### src/rtl/ppr_pkg.sv
package ppr_pkg;
    localparam int ADDR_W = 32;
    localparam logic [ADDR_W-1:0] WIN_BASE = 32'hE000_0000;
    localparam int WIN_AW  = 20;   // 1 MiB window
    localparam int SUB_AW  = 12;   // 4 KiB sub-regions
    localparam int NUM_SUB = 2;

    // Sub-region bases, relative to the window base; index order is priority.
    function automatic logic [WIN_AW-1:0] sub_base(input int idx);
        case (idx)
            0:       return 20'h0E000;
            default: return 20'h2E000;
        endcase
    endfunction

    typedef enum logic [1:0] {
        RGN_SCS,
        RGN_SCS_ALIAS,
        RGN_DEFAULT,
        RGN_OUTSIDE
    } rgn_e;

    typedef enum logic {
        ST_IDLE,
        ST_RESP
    } st_e;
endpackage

### src/rtl/ppr_region_map.sv
module ppr_region_map
    import ppr_pkg::*;
(
    input  logic [ADDR_W-1:0] addr,
    output rgn_e              rgn,
    output logic [SUB_AW-1:0] sub_off
);
    logic [ADDR_W-1:0]  rel;
    logic [WIN_AW-1:0]  win_off;
    logic               in_win;
    logic [NUM_SUB-1:0] hit;

    // Offset computed relative to the window base before any decode.
    assign rel     = addr - WIN_BASE;
    assign in_win  = (rel[ADDR_W-1:WIN_AW] == '0);
    assign win_off = rel[WIN_AW-1:0];
    assign sub_off = win_off[SUB_AW-1:0];

    for (genvar g = 0; g < NUM_SUB; g++) begin : g_hit
        localparam logic [WIN_AW-1:0] BASE = sub_base(g);
        assign hit[g] = in_win &&
                        (win_off[WIN_AW-1:SUB_AW] == BASE[WIN_AW-1:SUB_AW]);
    end

    // Implemented sub-regions first; the catch-all only when none claims.
    always_comb begin
        if (!in_win)
            rgn = RGN_OUTSIDE;
        else if (hit[0])
            rgn = RGN_SCS;
        else if (hit[1])
            rgn = RGN_SCS_ALIAS;
        else
            rgn = RGN_DEFAULT;
    end
endmodule

### src/rtl/ppr_scs_stub.sv
module ppr_scs_stub
    import ppr_pkg::*;
#(
    parameter int NREG = 4,
    parameter int DW   = 32
) (
    input  logic              clk,
    input  logic              rst_n,
    input  logic              wr_en,
    input  logic [SUB_AW-1:0] off,
    input  logic [DW-1:0]     wdata,
    output logic              impl,
    output logic [DW-1:0]     rdata
);
    localparam int IDX_W = SUB_AW - 2;
    localparam logic [IDX_W-1:0] NREG_L = IDX_W'(NREG);

    logic [IDX_W-1:0] idx;
    logic [DW-1:0]    regs [NREG];

    assign idx  = off[SUB_AW-1:2];
    assign impl = (idx < NREG_L);

    for (genvar i = 0; i < NREG; i++) begin : g_reg
        always_ff @(posedge clk) begin
            if (!rst_n)
                regs[i] <= '0;
            else if (wr_en && (idx == IDX_W'(i)))
                regs[i] <= wdata;
        end
    end

    always_comb begin
        rdata = '0;
        for (int i = 0; i < NREG; i++) begin
            if (idx == IDX_W'(i))
                rdata = regs[i];
        end
    end
endmodule

### src/rtl/ppr_decoder.sv
module ppr_decoder
    import ppr_pkg::*;
#(
    parameter int DW   = 32,
    parameter int NREG = 4
) (
    input  logic              clk,
    input  logic              rst_n,
    input  logic              req_valid,
    output logic              req_ready,
    input  logic [ADDR_W-1:0] req_addr,
    input  logic              req_write,
    input  logic [DW-1:0]     req_wdata,
    input  logic              req_priv,
    output logic              rsp_valid,
    output logic [DW-1:0]     rsp_rdata,
    output logic              rsp_err,
    output logic              rsp_oor
);
    rgn_e              rgn;
    logic [SUB_AW-1:0] sub_off;
    logic              accept;
    logic              in_scs;
    logic              stub_impl;
    logic [DW-1:0]     stub_rdata;

    st_e               st_q, st_d;

    logic              nx_err, nx_oor;
    logic [DW-1:0]     nx_data;
    logic              q_err, q_oor;
    logic [DW-1:0]     q_data;

    ppr_region_map u_map (
        .addr    (req_addr),
        .rgn     (rgn),
        .sub_off (sub_off)
    );

    assign accept = req_valid && req_ready;
    assign in_scs = (rgn == RGN_SCS) || (rgn == RGN_SCS_ALIAS);

    ppr_scs_stub #(.NREG(NREG), .DW(DW)) u_stub (
        .clk   (clk),
        .rst_n (rst_n),
        .wr_en (accept && req_write && in_scs),
        .off   (sub_off),
        .wdata (req_wdata),
        .impl  (stub_impl),
        .rdata (stub_rdata)
    );

    // Response content for the request on the port.
    always_comb begin
        nx_err  = 1'b0;
        nx_oor  = 1'b0;
        nx_data = '0;
        unique case (rgn)
            RGN_OUTSIDE: nx_oor = 1'b1;
            RGN_SCS, RGN_SCS_ALIAS: begin
                if (stub_impl)
                    nx_data = req_write ? '0 : stub_rdata;
                else
                    nx_err = !req_priv;
            end
            RGN_DEFAULT: nx_err = !req_priv;
        endcase
    end

    // Next-state logic: accept and retire transitions.
    always_comb begin
        st_d = st_q;
        unique case (st_q)
            ST_IDLE: if (accept) st_d = ST_RESP;
            ST_RESP: st_d = ST_IDLE;
        endcase
    end

    // State register.
    always_ff @(posedge clk) begin
        if (!rst_n)
            st_q <= ST_IDLE;
        else
            st_q <= st_d;
    end

    // Response capture at acceptance.
    always_ff @(posedge clk) begin
        if (!rst_n) begin
            q_err  <= 1'b0;
            q_oor  <= 1'b0;
            q_data <= '0;
        end else if (accept) begin
            q_err  <= nx_err;
            q_oor  <= nx_oor;
            q_data <= nx_data;
        end
    end

    // Outputs.
    always_comb begin
        req_ready = 1'b0;
        rsp_valid = 1'b0;
        rsp_err   = 1'b0;
        rsp_oor   = 1'b0;
        rsp_rdata = '0;
        unique case (st_q)
            ST_IDLE: req_ready = 1'b1;
            ST_RESP: begin
                rsp_valid = 1'b1;
                rsp_err   = q_err;
                rsp_oor   = q_oor;
                rsp_rdata = q_data;
            end
        endcase
    end
endmodule

### config.mk
export PLATFORM = sky130hd
export DESIGN_NAME = ppr_decoder
export DESIGN_NICKNAME = d
export VERILOG_FILES = /design/src/rtl/ppr_pkg.sv /design/src/rtl/ppr_region_map.sv /design/src/rtl/ppr_scs_stub.sv /design/src/rtl/ppr_decoder.sv
export SDC_FILE = /design/constraint.sdc
export NUM_CORES = 1
export LEC_CHECK = 0
export BUFFER_PORTS_ARGS = -buffer_cell sky130_fd_sc_hd__buf_2
export CELL_PAD_IN_SITES_DETAIL_PLACEMENT = 1
export CELL_PAD_IN_SITES_GLOBAL_PLACEMENT = 1
export CORE_ASPECT_RATIO = 0.75
export CORE_UTILIZATION = 50
export DETAILED_ROUTE_END_ITERATION = 7
export PLACE_DENSITY_LB_ADDON = 0.1
export SYNTH_ARGS = -nofsm -noshare
export SYNTH_HDL_FRONTEND = slang
export SYNTH_HIERARCHICAL = 1
export SYNTH_SLANG_ARGS = --single-unit
### constraint.sdc
create_clock -name clk -period 8.34 [get_ports clk]
set_input_delay 0 -clock clk [delete_from_list [all_inputs] [get_ports clk]]
set_output_delay 0 -clock clk [all_outputs]
set_load 0.02 [all_outputs]
==> results.ini, run 1 <==
[die]
die_width_um = 142
io_pins = 105
rows = 37
die_y_um = 107
core-area_um2 = 14000
die_area_um2 = 15100
start_util_pct = 52.2

[cts]
clk_latency_ns = 0.44
postCtsSetupBuffers = 0
cts.clk_slew.worst_paths_ns = 0.06
cts_buffers = 17
htree_levels = 4
cts-root-buf = clkbuf_16
clockBufferDepth = 2
cts.sinks = 163
tritoncts = yes

[drt]
vias_per_cell = 5.41
drc_errors = 0
wire_per_inst_um = 20.4
final_antenna_net_count = 0
drt_wl_total_um = 17900
vias = 4732
first_iter_violations = 292
first_pass_iters = 4

[worst_setup_path]
slowest_stage = o31ai_4
ff2ff_path_depth = 6
crit_path_end_kind = flip-flop
cp_data_required_time_ns = 8.41
cpPeakStageDelay_ns = 0.55
r2r_end = u_stub/regs[0][0]
critical_path.endpoint = u_stub/regs[0][0]
startpoint_type = flip-flop
r2r-start = st_q
crit_cells = 6
worstPathCellList = buf_4 -> nand2b_1 -> nor3b_1 -> nand3_1 -> o31ai_4 -> buf_4
crit_buf_inv = 2
critical_path_arrival_ns = 3.21
crit_fanout = 37
ff2ff_setup_slack_ns = 5.21
cp_top_family = simple AND/OR/NAND/NOR gates
startpoint = st_q
cpMostUsedCell = buf_4
crit_type = flip-flop to flip-flop

[place]
io_buffers = 102
place_area_um2 = 7860
place_congestion = 0.708
hpwl_um = 9820
placed_cells = 807

[cells_and_area]
finalNonFillerCells = 875
antenna_cells = 0
final_core_util_pct = 63.0
nets = 737
stdcell_area_um2 = 8810
drive_gt1_share_pct = 32.8
syn2layout_area_growth_pct = 20.8
fill_cells = 1389

[global_routing]
grt_pass1_vias = 5236
grt_pass1_wl_um = 28200
grt_max_degree = 67
track_usage_pct = 25.8
grt_antenna_before_repair = 0
grt_overflow = 0

[flow_run]
maxCapViolations = 0

[sta]
skew_ns = 0.0156
fin_crit_ns = 3.13
max_freq_ghz = 0.319
relSlewSlack_pct = 29.4
hold_viol_final = 0
setup_viol = 0
rsz0062_at_grt = false
fin_crit_sh_pct = 37.6
holdWs_ns = 0.0405
fin_tns_setup_ns = 0
worst_slew_pin_slew_ns = 1.06
slew_violations = 0

[power]
p_leak_nw = 3.39
pwr_density_cell_nw_per_um2 = 203
ir_drop_uv = 159

[synth]
syn_area_um2 = 7300
netlist_instances = 550
syn_avg_cell_area_um2 = 13.3
syn_nets = 620
yosysWarningCount = 6

[hold_path]
worstHoldPathType = primary input to flip-flop

[outcome]
status = finished clean

## placed cells by master, fill, tap and decap left out, types with 2 or more instances in the layout
master and instances:
edfxtp_1 128, nor2_1 130, a22o_2 27, nor4_4 2, and2_2 4, o21ai_4 3
clkbuf_16 18, and3_1 32, nand2b_1 4, a31o_2 2, inv_1 3, clkinv_2 3
clkinvlp_4 3, a22o_1 3, buf_4 11, nand2_1 37, buf_2 102, nand4_1 2
dfxtp_1 35, nor3_1 2, dlygate4sd3_1 36, and3_2 2, mux4_2 32, clkinv_4 2
and2_1 31, bufinv_16 2, a21oi_1 2
## worst register-to-register path, stage by stage (launching register included)
cell and delay (ns):
dfxtp_1 0.30, buf_4 0.23, nand2b_1 0.35, nor3b_1 0.44
nand3_1 0.43, o31ai_4 0.55, buf_4 0.47
## metrics by stage
stage | setup slack (ns) | power [W]
after floorplan | 4.26 | 0.000974
after global placement | 5.31 | 0.00100
after detailed placement | 5.14 | 0.00101
after CTS | 5.17 | 0.00180
after global routing | 5.01 | 0.00184
final | 5.21 | 0.00179
## sequential cells by signal (all words and copies together) (netlist names)
signal       flops
q_err            1
st_q             1
u_stub/regs    128
q_data          32
q_oor            1
## final cells by class
cell class	count	area [um^2]	share of cell area, %
Clock buffer	20	468	5.31
Clock inverter	12	128	1.45
Inverter	3	11.3	0.128
Multi-Input combinational cell	333	2460	28.0
Sequential cell	163	4540	51.6
Tap cell	195	244	2.77
Timing Repair Buffer	149	953	10.8
## what timing repair did
| item | 4_1_cts | 5_1_grt |
|---|---|---|
| hold buffers | 36 | 0 |
| hold endpoints to repair | 117 | 0 |
| gates resized for setup | 0 | 0 |
## per-layer routing
| layer | global-route usage [%] | wire length [um] |
|---|---|---|
| met2 | 45.7 | 9330 |
| met3 | 5.00 | 1150 |
| met1 | 31.7 | 7190 |
| met5 | 0 | 0 |
| met4 | 9.06 | 189 |
## power breakdown
| part | leakage [nW] | internal [W] | switching, W |
|---|---|---|---|
| Sequential | 1.62 | 0.000893 | 0.00000599 |
| Clock | 0.285 | 0.000465 | 0.000317 |
| Combinational | 1.49 | 0.0000488 | 0.0000566 |
## worst min path at each step
stage / slack [ns] / to / from / cells past startpoint
detailed placement: 0.29 / q_err / req_priv / 3
global placement: 0.28 / q_err / req_priv / 3
CTS: 0.03 / q_data[18] / req_write / 3
finish: 0.04 / q_data[18] / req_write / 3
floorplan: 0.17 / q_oor / req_valid / 2
global route: 0.05 / q_data[18] / req_write / 3
No activity file was read; power rests on OpenSTA's default activity.
==> inputs of run 2 (changes only) <==
CORE_UTILIZATION = 42   (was 50)
clock period = 2.6 ns   (was 8.34 ns; I/O delays follow)
==> run 2 against run 1 <==
  * Cell area is 2.8% higher
  * Sequential share of layout area down 1.4 points
  * Critical endpoint is now u_stub/regs[1][17]
  * Worst hold slack gained 0.024 ns
  * Highest routed layer unchanged
  * Final cell count grew 4.0%
==> results.ini, run 2 (synthesis gave the netlist of run 1 again) <==
[outcome]
status = finished clean

[global_routing]
grt_antenna_before_repair = 0  ; unchanged
grt_pass1_wl_um = 28000  ; -0.80%
track_usage_pct = 21.5  ; -4.3 points
grt_max_degree = 41  ; -39%
grt_overflow = 0  ; unchanged
grt_pass1_vias = 5018  ; -4.2%

[power]
p_leak_nw = 3.50  ; +3.3%
p_sw_w = 0.00127  ; +240%
ir_drop_uv = 457  ; +190%
power.share.combinational_pct = 6.3  ; +0.4 points
intPower_w = 0.00456  ; +220%
swShare_pct = 21.8  ; +0.58 points
fin_total_pwr_w = 0.00583  ; +230%
p_seq_share_pct = 49.4  ; -0.9 points
p_clk_share_pct = 44.3  ; +0.5 points
pwr_density_cell_nw_per_um2 = 643  ; +220%

[sta]
worst_slew_pin_slew_ns = 0.450  ; -0.609 ns
hold_viol_final = 0  ; unchanged
rsz0062_at_grt = false
fin_crit_ns = 1.95
max_freq_ghz = 0.512
worst_slack_ns = 0.646  ; -4.56 ns
skew_ns = 0.00679  ; -0.00877 ns
setup_viol = 0  ; unchanged
fin_crit_sh_pct = 75.2
slew_violations = 0  ; unchanged
relSlewSlack_pct = 70.0  ; +41 points

[drt]
vias = 4849  ; +2.5%
vias_per_cell = 5.33  ; -1.5%
wire_per_inst_um = 19.9  ; -2.5%
drt_wl_total_um = 18100  ; +1.4%
first_iter_violations = 173  ; -41%
final_antenna_net_count = 0  ; unchanged
drc_errors = 0  ; unchanged
first_pass_iters = 4  ; unchanged

[cells_and_area]
reg_top3 = u_stub/regs: 128 flops, q_data: 32 flops
syn2layout_area_growth_pct = 24.2
antenna_cells = 0  ; unchanged
drive_gt1_share_pct = 34.5  ; +1.7 points
fill_cells = 1720  ; +24%
largest-register = u_stub/regs
nets = 752  ; +2.0%
largest_reg_flops = 128  ; unchanged
layout_common_cells = nor2_1, edfxtp_1, buf_2
final_common_cell = nor2_1

[place]
pre_cts_ws_ns = 0.210  ; -4.93 ns
place_congestion = 0.751  ; +6.1%
io_buffers = 102  ; unchanged
hpwl_um = 10800  ; +9.5%

[worst_setup_path]
cpPeakStageDelay_ns = 0.52  ; -0.03 ns
crit_type = primary input to flip-flop
ff2ff_setup_slack_ns = 0.70  ; -4.51 ns
r2r-start = st_q
crit_fanout = 24  ; -35%
r2r_end = u_stub/regs[1][17]
startpoint = req_addr[16]
worstPathCellList = buf_2 -> or4b_4 -> nor3_2 -> nand2b_1 -> nor3b_1 -> and2_1 -> nand4b_1 -> buf_4 -> nor2_1
startpoint_type = primary input
critical_path_arrival_ns = 2.24  ; -0.97 ns
ff2ff_path_depth = 6  ; unchanged
critical_path.endpoint = u_stub/regs[1][17]
slowest_stage = or4b_4
cp_data_required_time_ns = 2.89  ; -5.52 ns
crit_path_end_kind = flip-flop

[die]
core-area_um2 = 16900  ; +21%
die_area_um2 = 17900  ; +19%
start_util_pct = 43.1  ; -9.1 points
die_width_um = 154  ; +9.0%
io_pins = 105  ; unchanged
die_y_um = 116  ; +8.9%
rows = 41  ; +11%

[hold_path]
worstHoldPathType = primary input to flip-flop
min_path_cells = 3  ; unchanged

[cts]
tritoncts = yes
clockBufferDepth = 2  ; unchanged
htree_levels = 4  ; unchanged
cts-root-buf = clkbuf_16
cts.clk_slew.worst_paths_ns = 0.06  ; about the same
cts_buffers = 17  ; unchanged
postCtsResizedCells = 0  ; unchanged
clk_latency_ns = 0.43  ; about the same
cts.sinks = 163  ; unchanged

[flow_run]
maxCapViolations = 0  ; unchanged

==> run 2: worst min-delay path by stage <==
stage,from,end,slack [ns]
after global routing,req_write,q_data[30],0.07
after floorplan,req_valid,q_oor,0.17
after detailed placement,req_priv,q_err,0.30
final,req_write,q_data[30],0.06
after CTS,req_write,q_data[30],0.03
after global placement,req_priv,q_err,0.29
==> run 2: worst max-delay path: cells and delay by family <==
kind / cells / cell delay, ns
AND/OR/NAND/NOR: 7 / 1.82
buffers and inverters: 2 / 0.41
==> run 2: area by class of cell <==
cell class	count	area, um^2	share of cell area, %
Clock buffer	17	425	4.69
Clock inverter	15	180	1.99
Inverter	3	11.3	0.124
Multi-Input combinational cell	333	2460	27.2
Sequential cell	163	4540	50.2
Tap cell	215	269	2.97
Timing Repair Buffer	164	1170	12.9
==> run 2: per-layer routing <==
metal / track usage (%) / vias up / part of all wire (%)
met5: 0 / - / 0
met4: 5.93 / 0 / 0.47
met3: 4.71 / 8 / 4.6
met2: 38.9 / 126 / 52
met1: 26.2 / 2463 / 43
li1: - / 2252 / -
==> run 2: metrics by stage <==
step	cells	setup TNS, ns	cell area, um^2	utilization [%]	hold slack, ns
after floorplan	550	-65.38	7300	-	0.167
after global placement	842	0	8100	47.8	0.295
after detailed placement	842	0	8100	47.8	0.297
after CTS	910	0	9060	53.5	0.0319
after global routing	910	0	9060	53.5	0.0713
final	910	0	9060	53.5	0.0643
==> run 2: power groups by stage <==
| stage | Combinational, W | Clock (W) | Sequential (W) |
|---|---|---|---|
| floorplan | 0.000186 | 0 | 0.00294 |
| global placement | 0.000320 | 0 | 0.00293 |
| detailed placement | 0.000327 | 0 | 0.00294 |
| CTS | 0.000369 | 0.00265 | 0.00288 |
| global route | 0.000390 | 0.00274 | 0.00289 |
| finish | 0.000364 | 0.00258 | 0.00288 |
==> run 2: timing repair <==
action | 4_1_cts | 5_1_grt
endpoints found under the hold margin | 130 | 0
buffers inserted | 0 | 0
hold buffers | 36 | 0
endpoints found under the setup margin | 0 | 0
==> inputs of run 3 (changes only) <==
CORE_UTILIZATION = 47   (was 42)
clock period = 2.05 ns   (was 2.6 ns; I/O delays follow)
==> run 3 against run 2 <==
  * Count of clock-buffer cells in the layout rose by 2
  * Via count grew 0.74%
  * Cell area up 1.1%
  * Largest power group unchanged
  * Global-route usage up 2.8 points
  * Combinational power increased by 27%
  * Total power rose by 24%
  * First-iteration DRC count up 35%
  * Worst setup slack got worse by 0.47 ns
  * Worst hold slack worse by 0.055 ns
  * Clock skew increased by 0.0043 ns
  * Register-to-register slack worse by 0.49 ns
==> results.ini, run 3 (synthesis gave the netlist of run 1 again) <==
[outcome]
status = finished clean

[worst_setup_path]
worstPathCellList = buf_2 -> or4b_4 -> nor3_2 -> nand2b_1 -> nor3b_2 -> and2_1 -> buf_12 -> nand3_2 -> buf_12 -> nor2_1
slowest_stage = or4b_4
cpPeakStageDelay_ns = 0.52  ; about the same
crit_type = primary input to flip-flop
crit_buf_inv = 3  ; +1
ff2ff_setup_slack_ns = 0.21  ; -0.49 ns
crit_fanout = 19  ; -21%
cp_top_family = simple AND/OR/NAND/NOR gates
cp_data_required_time_ns = 2.31  ; -0.58 ns
critical_path_arrival_ns = 2.13  ; -0.11 ns
startpoint_type = primary input
cpMostUsedCell = buf_12
crit_path_end_kind = flip-flop

[cells_and_area]
reg_top3 = u_stub/regs: 128 flops, q_data: 32 flops
final_common_cell = nor2_1
largest-register = u_stub/regs
largest_reg_flops = 128  ; unchanged
finalNonFillerCells = 907  ; -0.33%
stdcell_area_um2 = 9160  ; +1.1%
nets = 759  ; +0.93%
syn2layout_area_growth_pct = 25.5
antenna_cells = 0  ; unchanged
final_core_util_pct = 60.4  ; +6.8 points
drive_gt1_share_pct = 35.5  ; +0.94 points
layout_common_cells = nor2_1, edfxtp_1, buf_2

[hold_path]
worstHoldPathType = primary input to flip-flop

[sta]
rsz0062_at_grt = false
worst_slew_pin_slew_ns = 0.625  ; +0.175 ns
fin_crit_ns = 1.87
hold_viol_final = 0  ; unchanged
worst_slack_ns = 0.176  ; -0.470 ns
setup_viol = 0  ; unchanged
fin_crit_sh_pct = 91.4
skew_ns = 0.0111  ; +0.00429 ns
slew_violations = 0  ; unchanged
max_freq_ghz = 0.534
relSlewSlack_pct = 58.3  ; -12 points

[cts]
htree_levels = 4  ; unchanged
clockBufferDepth = 2  ; unchanged
tritoncts = yes
cts.clk_slew.worst_paths_ns = 0.07  ; about the same
postCtsSetupBuffers = 0  ; unchanged
cts_buffers = 17  ; unchanged
cts-root-buf = clkbuf_16
cts.sinks = 163  ; unchanged
postCtsResizedCells = 0  ; unchanged
clk_latency_ns = 0.42  ; about the same

[die]
die_width_um = 146  ; -5.4%
start_util_pct = 48.1  ; +5.0 points
rows = 39  ; -4.9%
io_pins = 105  ; unchanged
die_area_um2 = 16000  ; -10%
die_y_um = 110  ; -5.4%
core-area_um2 = 15200  ; -10%

[drt]
vias_per_cell = 5.39  ; +1.1%
wire_per_inst_um = 19.8  ; -0.39%
drc_errors = 0  ; unchanged
vias = 4885  ; +0.74%
final_antenna_net_count = 0  ; unchanged
drt_wl_total_um = 18000  ; -0.72%
first_pass_iters = 4  ; unchanged
first_iter_violations = 234  ; +35%

[power]
p_leak_nw = 3.55  ; +1.4%
ir_drop_uv = 637  ; +39%
pwr_density_cell_nw_per_um2 = 789  ; +23%

[global_routing]
grt_pass1_wl_um = 28700  ; +2.3%
grt_overflow = 0  ; unchanged
grt_antenna_before_repair = 0  ; unchanged
grt_max_degree = 42  ; +2.4%
track_usage_pct = 24.3  ; +2.8 points
grt_pass1_vias = 5241  ; +4.4%

[place]
io_buffers = 102  ; unchanged
hpwl_um = 11700  ; +8.6%
pre_cts_ws_ns = -0.239  ; -0.449 ns
place_congestion = 0.842  ; +12%
place_area_um2 = 8250  ; +1.9%
placed_cells = 842  ; unchanged

[flow_run]
maxCapViolations = 0  ; unchanged

## run 3: cell count changes in the layout (fill, tap and decap cells not counted), sizes merged
cell         delta
buf            +10
bufinv          -1
clkbuf          +2
clkinv          +1
dlygate4sd3     -3
inv             -2
## run 3: cell type report
class,count,area [um^2]
tap,205,256
multi-input combinational,333,2480
timing repair buffer,171,1290
fill,1517,6020
sequential,163,4540
clock inverter,13,135
inverter,3,11.3
clock buffer,19,443
## run 3: metal layers
layer / share of wire, % / global-route usage, % / wire length, um
met1: 42 / 29.4 / 7500
met2: 51 / 44.1 / 9170
met4: 0.59 / 5.56 / 106
met3: 6.7 / 5.98 / 1210
met5: 0 / 0 / 0
## run 3: final timing paths
check	start	end	depth (start not counted)
max	req_addr[16]	u_stub/regs[0][5]	10
min	req_wdata[31]	u_stub/regs[3][31]	3
max reg2reg	st_q	u_stub/regs[0][5]	7
min reg2reg	q_err	q_err	2
## run 3: worst register-to-register path: stages, from the launching register on
cell and delay [ns]:
dfxtp_1 0.31, nand2b_1 0.17, nor3b_2 0.29, and2_1 0.25, buf_12 0.14, nand3_2 0.13, buf_12 0.20, nor2_1 0.18
## run 3: what timing repair did
item	4_1_cts	5_1_grt
hold endpoints to repair	106	0
setup endpoints to repair	0	0
hold buffers	33	0
## run 3: report_power, final
| part | switching (W) | internal (W) |
|---|---|---|
| clock | 0.00128 | 0.00182 |
| combinational | 0.000236 | 0.000228 |
| sequential | 0.0000264 | 0.00363 |
| total | 0.00154 | 0.00568 |
## run 3: through the flow
step | hold WS (ns) | setup TNS [ns] | total power, W
2_1_floorplan | 0.167 | -35.00 | 0.00396
3_3_place_gp | 0.293 | -38.86 | 0.00413
3_5_place_dp | 0.290 | -45.68 | 0.00415
4_1_cts | 0.00503 | 0 | 0.00732
5_1_grt | 0.0147 | 0 | 0.00747
6_report | 0.00956 | 0 | 0.00723
